## config.mk

```make
export PLATFORM = sky130hd
export DESIGN_NAME = tsr_packer
export DESIGN_NICKNAME = d
export VERILOG_FILES = /design/src/rtl/tsr_pkg.sv /design/src/rtl/tsr_shifter.sv /design/src/rtl/tsr_bufctl.sv /design/src/rtl/tsr_ctrl.sv /design/src/rtl/tsr_packer.sv
export SDC_FILE = /design/constraint.sdc
export NUM_CORES = 1
export LEC_CHECK = 0
export ABC_AREA = 1
export CAP_MARGIN = 0
export CORE_MARGIN = 5
export CORE_UTILIZATION = 53
export CTS_CLUSTER_DIAMETER = 150
export DETAILED_ROUTE_END_ITERATION = 8
export PLACE_DENSITY = 0.8
export SYNTH_ARGS = -nofsm -noshare
export SYNTH_HDL_FRONTEND = slang
export SYNTH_SLANG_ARGS = --single-unit
```

## constraint.sdc

```tcl
create_clock -name clk -period 2.6 [get_ports clk]
set_input_delay 0.65 -clock clk [delete_from_list [all_inputs] [get_ports clk]]
set_output_delay 0.65 -clock clk [all_outputs]
set_load 0.05 [all_outputs]
```

## src/rtl/tsr_pkg.sv

```systemverilog
package tsr_pkg;
  typedef enum logic [1:0] {
    ST_IDLE = 2'd0,
    ST_HUNT = 2'd1,
    ST_RECV = 2'd2,
    ST_HALT = 2'd3
  } rx_state_e;

  localparam int EV_WORD = 0;
  localparam int EV_BUSY = 1;
  localparam int EV_CDL  = 2;
  localparam int EV_OVR  = 3;
  localparam int EV_N    = 4;
endpackage

```

## src/rtl/tsr_shifter.sv

```systemverilog
module tsr_shifter #(
  parameter int WORD_W = 16
) (
  input  logic              clk,
  input  logic              rst_n,
  input  logic              clr,
  input  logic              shift_en,
  input  logic              bit_in,
  output logic              word_done,
  output logic [WORD_W-1:0] word_nxt
);
  localparam int CNT_W = $clog2(WORD_W);

  logic [CNT_W-1:0]  cnt;
  logic [WORD_W-1:0] sh;

  assign word_nxt  = {sh[WORD_W-2:0], bit_in};
  assign word_done = shift_en && (cnt == CNT_W'(WORD_W - 1));

  always_ff @(posedge clk) begin
    if (!rst_n) begin
      cnt <= '0;
      sh  <= '0;
    end else if (clr) begin
      cnt <= '0;
    end else if (shift_en) begin
      sh  <= word_nxt;
      cnt <= word_done ? '0 : cnt + 1'b1;
    end
  end

  // a finished word restarts the count for the next one
  p_count_wrap_r3: assert property (@(posedge clk) disable iff (!rst_n)
    word_done && !clr |=> cnt == '0);

  // a clear leaves nothing assembled
  p_clear_r10: assert property (@(posedge clk) disable iff (!rst_n)
    clr |=> !word_done);
endmodule

```

## src/rtl/tsr_bufctl.sv

```systemverilog
module tsr_bufctl #(
  parameter int ADDR_W = 16,
  parameter int LEN_W  = 16,
  parameter int WORD_W = 16
) (
  input  logic              clk,
  input  logic              rst_n,
  input  logic              fetch_en,
  input  logic [LEN_W-1:0]  buf_len,
  input  logic              desc_valid,
  input  logic [ADDR_W-1:0] desc_base,
  output logic              desc_ready,
  input  logic              accept_word,
  input  logic [WORD_W-1:0] word,
  output logic              hold_ok,
  output logic              wr_valid,
  input  logic              wr_ready,
  output logic [ADDR_W-1:0] wr_addr,
  output logic [WORD_W-1:0] wr_data,
  output logic              wr_stall
);
  localparam int STEP = WORD_W / 8;

  logic              have_buf;
  logic [ADDR_W-1:0] cur;
  logic [LEN_W-1:0]  rem;
  logic [ADDR_W-1:0] base_al;
  logic [LEN_W-1:0]  len_al, len_eff;
  logic [ADDR_W-1:0] base_eff;
  logic [LEN_W-1:0]  rem_eff;
  logic              take;

  assign base_al  = desc_base & ~ADDR_W'(STEP - 1);
  assign len_al   = buf_len & ~LEN_W'(STEP - 1);
  assign len_eff  = (len_al < LEN_W'(STEP)) ? LEN_W'(STEP) : len_al;

  assign desc_ready = fetch_en && !have_buf;
  assign take       = desc_valid && desc_ready;
  assign hold_ok    = have_buf || take;
  assign base_eff   = have_buf ? cur : base_al;
  assign rem_eff    = have_buf ? rem : len_eff;
  assign wr_stall   = wr_valid && !wr_ready;

  always_ff @(posedge clk) begin
    if (!rst_n) begin
      have_buf <= 1'b0;
      cur      <= '0;
      rem      <= '0;
      wr_valid <= 1'b0;
      wr_addr  <= '0;
      wr_data  <= '0;
    end else if (accept_word) begin
      wr_valid <= 1'b1;
      wr_addr  <= base_eff;
      wr_data  <= word;
      if (rem_eff == LEN_W'(STEP)) begin
        have_buf <= 1'b0;
      end else begin
        have_buf <= 1'b1;
        cur      <= base_eff + ADDR_W'(STEP);
        rem      <= rem_eff - LEN_W'(STEP);
      end
    end else begin
      if (wr_valid && wr_ready) wr_valid <= 1'b0;
      if (take) begin
        have_buf <= 1'b1;
        cur      <= base_al;
        rem      <= len_eff;
      end
    end
  end

  // a stalled write keeps its contents
  p_wr_hold_r6: assert property (@(posedge clk) disable iff (!rst_n)
    wr_valid && !wr_ready |=> wr_valid && $stable(wr_addr) && $stable(wr_data));

  // word addresses are always aligned
  p_addr_aligned_r5: assert property (@(posedge clk) disable iff (!rst_n)
    wr_valid |-> (wr_addr & ADDR_W'(STEP - 1)) == '0);

  // the controller never stores a word over a stalled write or with no room
  p_accept_room_r9: assert property (@(posedge clk) disable iff (!rst_n)
    accept_word |-> hold_ok && !wr_stall);
endmodule

```

## src/rtl/tsr_ctrl.sv

```systemverilog
module tsr_ctrl
  import tsr_pkg::*;
(
  input  logic            clk,
  input  logic            rst_n,
  input  logic            rx_en,
  input  logic            sync_ok,
  input  logic            cd_ok,
  input  logic            hunt_cmd,
  input  logic            bit_en,
  input  logic            word_done,
  input  logic            hold_ok,
  input  logic            wr_stall,
  input  logic            wr_ack,
  input  logic [EV_N-1:0] ev_clr,
  input  logic [EV_N-1:0] ev_mask,
  output rx_state_e       state,
  output logic            shift_en,
  output logic            cnt_clr,
  output logic            accept_word,
  output logic            fetch_en,
  output logic [EV_N-1:0] events,
  output logic            irq
);
  rx_state_e       state_nx;
  logic            in_recv, active;
  logic            cd_drop, ovr_hit, busy_hit;
  logic [EV_N-1:0] ev_set;

  assign in_recv     = (state == ST_RECV);
  assign active      = rx_en && !hunt_cmd && in_recv;
  assign shift_en    = active && cd_ok && bit_en;
  assign cd_drop     = active && !cd_ok;
  assign ovr_hit     = word_done && wr_stall;
  assign busy_hit    = word_done && !wr_stall && !hold_ok;
  assign accept_word = word_done && !wr_stall && hold_ok;
  assign cnt_clr     = !active;
  assign fetch_en    = rx_en && (state == ST_HUNT || state == ST_RECV);

  always_comb begin
    ev_set          = '0;
    ev_set[EV_WORD] = wr_ack;
    ev_set[EV_BUSY] = busy_hit;
    ev_set[EV_CDL]  = cd_drop;
    ev_set[EV_OVR]  = ovr_hit;
  end

  always_comb begin
    state_nx = state;
    if (!rx_en) begin
      state_nx = ST_IDLE;
    end else if (state == ST_IDLE || hunt_cmd) begin
      state_nx = ST_HUNT;
    end else begin
      case (state)
        ST_HUNT: if (sync_ok) state_nx = ST_RECV;
        ST_RECV: if (cd_drop || ovr_hit || busy_hit) state_nx = ST_HALT;
        default: state_nx = state;
      endcase
    end
  end

  always_ff @(posedge clk) begin
    if (!rst_n) begin
      state  <= ST_IDLE;
      events <= '0;
    end else begin
      state  <= state_nx;
      events <= (events & ~ev_clr) | ev_set;
    end
  end

  assign irq = |(events & ev_mask);

  // disabling always returns to idle
  p_idle_r12: assert property (@(posedge clk) disable iff (!rst_n)
    !rx_en |=> state == ST_IDLE);

  // hunt mode waits for synchronization
  p_hunt_wait_r2: assert property (@(posedge clk) disable iff (!rst_n)
    state == ST_HUNT && rx_en && !hunt_cmd && !sync_ok |=> state == ST_HUNT);

  // carrier loss while receiving halts and flags
  p_cd_halt_r8: assert property (@(posedge clk) disable iff (!rst_n)
    state == ST_RECV && rx_en && !hunt_cmd && !cd_ok |=> state == ST_HALT && events[EV_CDL]);

  // a word with nowhere to go halts with busy
  p_busy_halt_r7: assert property (@(posedge clk) disable iff (!rst_n)
    word_done && !hold_ok && !wr_stall |=> state == ST_HALT && events[EV_BUSY]);

  // a word over a stalled write halts with overrun
  p_ovr_halt_r9: assert property (@(posedge clk) disable iff (!rst_n)
    word_done && wr_stall |=> state == ST_HALT && events[EV_OVR]);

  // halted stays halted until commanded
  p_halt_hold_r10: assert property (@(posedge clk) disable iff (!rst_n)
    state == ST_HALT && rx_en && !hunt_cmd |=> state == ST_HALT);

  // flags not cleared stay set
  p_sticky_r11: assert property (@(posedge clk) disable iff (!rst_n)
    1'b1 |=> (events & $past(events & ~ev_clr)) == $past(events & ~ev_clr));
endmodule

```

## src/rtl/tsr_packer.sv

```systemverilog
module tsr_packer
  import tsr_pkg::*;
#(
  parameter int ADDR_W = 16,
  parameter int LEN_W  = 16,
  parameter int WORD_W = 16
) (
  input  logic              clk,
  input  logic              rst_n,
  input  logic              rx_en,
  input  logic              hunt_cmd,
  input  logic              sync_ok,
  input  logic              cd_ok,
  input  logic              bit_en,
  input  logic              bit_in,
  input  logic [LEN_W-1:0]  buf_len,
  input  logic              desc_valid,
  input  logic [ADDR_W-1:0] desc_base,
  output logic              desc_ready,
  output logic              wr_valid,
  input  logic              wr_ready,
  output logic [ADDR_W-1:0] wr_addr,
  output logic [WORD_W-1:0] wr_data,
  input  logic [EV_N-1:0]   ev_clr,
  input  logic [EV_N-1:0]   ev_mask,
  output logic [EV_N-1:0]   events,
  output logic              irq,
  output logic [1:0]        rx_state
);
  rx_state_e         state;
  logic              shift_en, cnt_clr, accept_word, fetch_en;
  logic              word_done, hold_ok, wr_stall, wr_ack;
  logic [WORD_W-1:0] word_nxt;

  assign wr_ack   = wr_valid && wr_ready;
  assign rx_state = state;

  tsr_shifter #(.WORD_W(WORD_W)) u_shift (
    .clk       (clk),
    .rst_n     (rst_n),
    .clr       (cnt_clr),
    .shift_en  (shift_en),
    .bit_in    (bit_in),
    .word_done (word_done),
    .word_nxt  (word_nxt)
  );

  tsr_bufctl #(.ADDR_W(ADDR_W), .LEN_W(LEN_W), .WORD_W(WORD_W)) u_buf (
    .clk         (clk),
    .rst_n       (rst_n),
    .fetch_en    (fetch_en),
    .buf_len     (buf_len),
    .desc_valid  (desc_valid),
    .desc_base   (desc_base),
    .desc_ready  (desc_ready),
    .accept_word (accept_word),
    .word        (word_nxt),
    .hold_ok     (hold_ok),
    .wr_valid    (wr_valid),
    .wr_ready    (wr_ready),
    .wr_addr     (wr_addr),
    .wr_data     (wr_data),
    .wr_stall    (wr_stall)
  );

  tsr_ctrl u_ctrl (
    .clk         (clk),
    .rst_n       (rst_n),
    .rx_en       (rx_en),
    .sync_ok     (sync_ok),
    .cd_ok       (cd_ok),
    .hunt_cmd    (hunt_cmd),
    .bit_en      (bit_en),
    .word_done   (word_done),
    .hold_ok     (hold_ok),
    .wr_stall    (wr_stall),
    .wr_ack      (wr_ack),
    .ev_clr      (ev_clr),
    .ev_mask     (ev_mask),
    .state       (state),
    .shift_en    (shift_en),
    .cnt_clr     (cnt_clr),
    .accept_word (accept_word),
    .fetch_en    (fetch_en),
    .events      (events),
    .irq         (irq)
  );

  // a new write only follows a cycle spent receiving
  p_write_from_recv_r2: assert property (@(posedge clk) disable iff (!rst_n)
    $rose(wr_valid) |-> $past(state) == ST_RECV);

  // no descriptor is taken while disabled
  p_no_fetch_idle_r12: assert property (@(posedge clk) disable iff (!rst_n)
    !rx_en |-> !desc_ready);
endmodule

```

==> impl_results.md <==
- Met2 routed WL: 6640 um
- DRT Pass-1 Iters: 5
- Clock root buffer: clkbuf_8
- CTS Buffer Depth: 2
- Yosys warnings: 0
- First-pass GRT wire length: 22,600 um
- Critical hold path startpoint: u_buf.cur[0]$_SDFFE_PN0P_
- Sequential-to-total area share from yosys stat: 0.361
- RSZ-0062 raised after global routing: false
- WL met3: about 720 um
- Top cells by area, synth: dfxtp_1, nand2_1, nor2_1, o21ai_0, nand3_1
- R2R Setup Slk: 380 ps
- # Max-Cap Violations: 0
- Final Wtd Congestion: 0.899
- LEAKAGE: 2.87 nW
- Vias: between 5k and 6k
- Worst Reg-to-Reg Cells: 12
- Pin count of the biggest net entering global routing: 62
- Share of the synthesized area in the top cell type: 0.361
- Syn Nets: 825
- TritonCTS clock tree: yes
- Die X: ~110 um
- Status: completed
- Cell taking the most area after synthesis: dfxtp_1
- CP required: approximately 2900 ps
- Min Tclk post-route: approximately 2400 ps
- Cell mode on critical path: nor2_1
- Worst reg2reg path endpoint: u_buf.cur[13]$_SDFFE_PN0P_
- # diodes: 0
- Hold path cells: 2
- Most frequent cells in the layout: nand2_1, nor2_1, dfxtp_1
- Drt wl/cell: 13.3 um
- VDD IR max: 0.450 mV
- Flops & latches, synth: 91
- Setup crit end kind: flop
- Worst-margin pin slew: 546 ps
- # setup viols final: 0
- RR Startpoint: u_buf.have_buf$_SDFFE_PN0P_
- CTS Buf Count: 9
- Total global-route track usage: 0.237
- DR iter-0 viols: 280
- Startpoint types: input port
- Routed met1 length: roughly 6100 um
- Vias in the first global route: roughly 4.9k
- Commonest non-fill, non-tap cell in the layout: nand2_1
- Site Rows: 35
- PwrDens: 430 mW/mm^2
- CP max-delay cell: clkdlybuf4s50_1
- I/O pins: 91
- Die Area: around 0.012 sq mm
- Synth Flop Type: dfxtp_1
- Mapped Area: around 0.0050 sq mm
- Fill cell count: 774
- Synthesized netlist cell count: 769
- Crit Path Category: in -> reg
- CTS Sinks: a little over 90
- EDFF count, synth: 0
- # port buffers: between 80 and 90
- Starting density of the core: 0.546
- DR top layer: met4
- Area of the core: 0.00924 sq mm
- Hold Slack: 461 ps
- Die Height: 108 um
- Clock transition at the registers of the reported paths: 120 ps
- Fin crit share: 0.904
- Clock Latency Late Sink: 370 ps
- Endpoints failing hold: 0
- Global route overflow: 0
- WHS Endpoint: u_buf.cur[0]$_SDFFE_PN0P_
- Distinct cells, synth: 45
- Resize count post-CTS: 0
- Max Slew Vio Count: 0
- Final Util: 0.706
- CP arrival: 2630 ps
- Worst hold path type: reg -> reg
- Drt drc: 0
- Antenna Violating Nets Remaining: 0
- Worst rel slew slack: 0.635
- Peak Freq: 425 MHz
- Cell chain of the critical path: clkdlybuf4s50_1 > nor2_1 > nand2_1 > nor2_1 > nand2_1 > nand3_1 > nand2_1 > ha_1 > nand3_2 > nor2_1 > nand2_1 > xor2_1 > o21ai_1 > nor2_1 > nor2_1
- Post-synthesis async set-or-reset flop share: 0
- Max stage delay on crit path: 500 ps
- Post-DP HPWL: 9930 um
- Vias/cell: 5.13
- CTS H-tree lvls: 3
- Area Growth Syn to Fin: 29.5%
- Setup Fix Bufs, Post-CTS: 0
- Worst-path fanout max: 4
- Hold_buf cts: 0
- Share of layout cells above drive strength 1: 0.146
- Avg Cell Area, Syn: between 6 and 7 sq um
- Drt total wl: 13,600 um
- Initial antenna violation count: 0
- Post-layout nets: 941
- Setup Skew: 23.7 ps
critical path, delay by kind of cell:
family	cells	cell delay [ps]
fa+ha+maj	1	190
buf+inv	1	500
simple gates	11	1050
xor+xnor	1	160
compound gates	1	80
layout make-up:
| class | count | area, sq um | share of cell area |
|---|---|---|---|
| Multi-Input combinational cell | 582 | 2770 | 0.424 |
| Inverter | 58 | 223 | 0.0341 |
| Sequential cell | 91 | 1830 | 0.280 |
| Clock buffer | 10 | 138 | 0.0211 |
| Tap cell | 129 | 161 | 0.0247 |
| Clock inverter | 6 | 65.1 | 0.00997 |
| Timing Repair Buffer | 143 | 1350 | 0.206 |
worst max path at each step:
| stage | from | end | slack (ps) | depth (start not counted) |
|---|---|---|---|---|
| 6_report | buf_len[7] | u_buf.rem[11]$_SDFFE_PN0P_ | 250 | 15 |
| 5_1_grt | buf_len[7] | u_buf.rem[13]$_SDFFE_PN0P_ | 50 | 18 |
| 4_1_cts | buf_len[5] | u_buf.rem[11]$_SDFFE_PN0P_ | 230 | 15 |
| 3_5_place_dp | buf_len[5] | u_buf.rem[11]$_SDFFE_PN0P_ | -160 | 15 |
| 3_3_place_gp | buf_len[13] | u_buf.rem[13]$_SDFFE_PN0P_ | -120 | 18 |
| 2_1_floorplan | u_ctrl.state[0]$_SDFFE_PN0P_ | u_buf.cur[12]$_SDFFE_PN0P_ | 70 | 14 |
through the flow:
| step | setup slack, ps | power, W | TNS [ps] | area, sq um | std cells |
|---|---|---|---|---|---|
| floorplan | 70.3 | 0.00168 | 0 | 5050 | 769 |
| detailed placement | -165 | 0.00185 | -1670 | 6320 | 1003 |
| finish | 249 | 0.00281 | 0 | 6530 | 1019 |
| CTS | 231 | 0.00282 | 0 | 6520 | 1019 |
| global placement | -116 | 0.00184 | -507 | 6320 | 1003 |
| global route | 46.1 | 0.00293 | 0 | 6530 | 1019 |
synth_stat cells, types with 10 or more instances:
cell	count
a21oi_1	25
buf_2	12
buf_6	10
clkbuf_1	12
dfxtp_1	91
inv_1	50
nand2_1	194
nand2_2	16
nand3_1	43
nor2_1	159
o21ai_0	52
o21ai_1	23
power by group:
group / total [W] / switching, W / internal [W]
registers: 0.00142 / 0.0000123 / 0.00141
logic: 0.000399 / 0.000220 / 0.000179
clock network: 0.000988 / 0.000583 / 0.000405
total: 0.00281 / 0.000815 / 0.00199
logic make-up (layout without fill, tap and decap cells):
family / count (synthesis) / after routing / synth area share
adder cells (fa/ha/maj): 6 / 6 / 0.0149
buffers and inverters: 96 / 217 / 0.0926
XOR/XNOR: 8 / 8 / 0.0139
AND/OR/NAND/NOR: 446 / 446 / 0.379
flip-flops: 91 / 91 / 0.361
AO/OA/AOI/OAI: 122 / 122 / 0.138
sequential cells by signal, indices dropped and copies added, names as in the netlist:
name	count
u_buf.wr_data	16
u_buf.rem	16
u_shift.sh	15
u_shift.cnt	4
u_buf.have_buf	1
u_buf.cur	16
u_buf.wr_addr	16
u_buf.wr_valid	1
u_ctrl.events	4
u_ctrl.state	2
routing by layer:
layer	vias up	GRT usage
li1	2682	-
met1	2385	0.303
met2	142	0.408
met3	16	0.0384
met4	0	0.0703
met5	-	0
(Power assumes the default switching activity.)
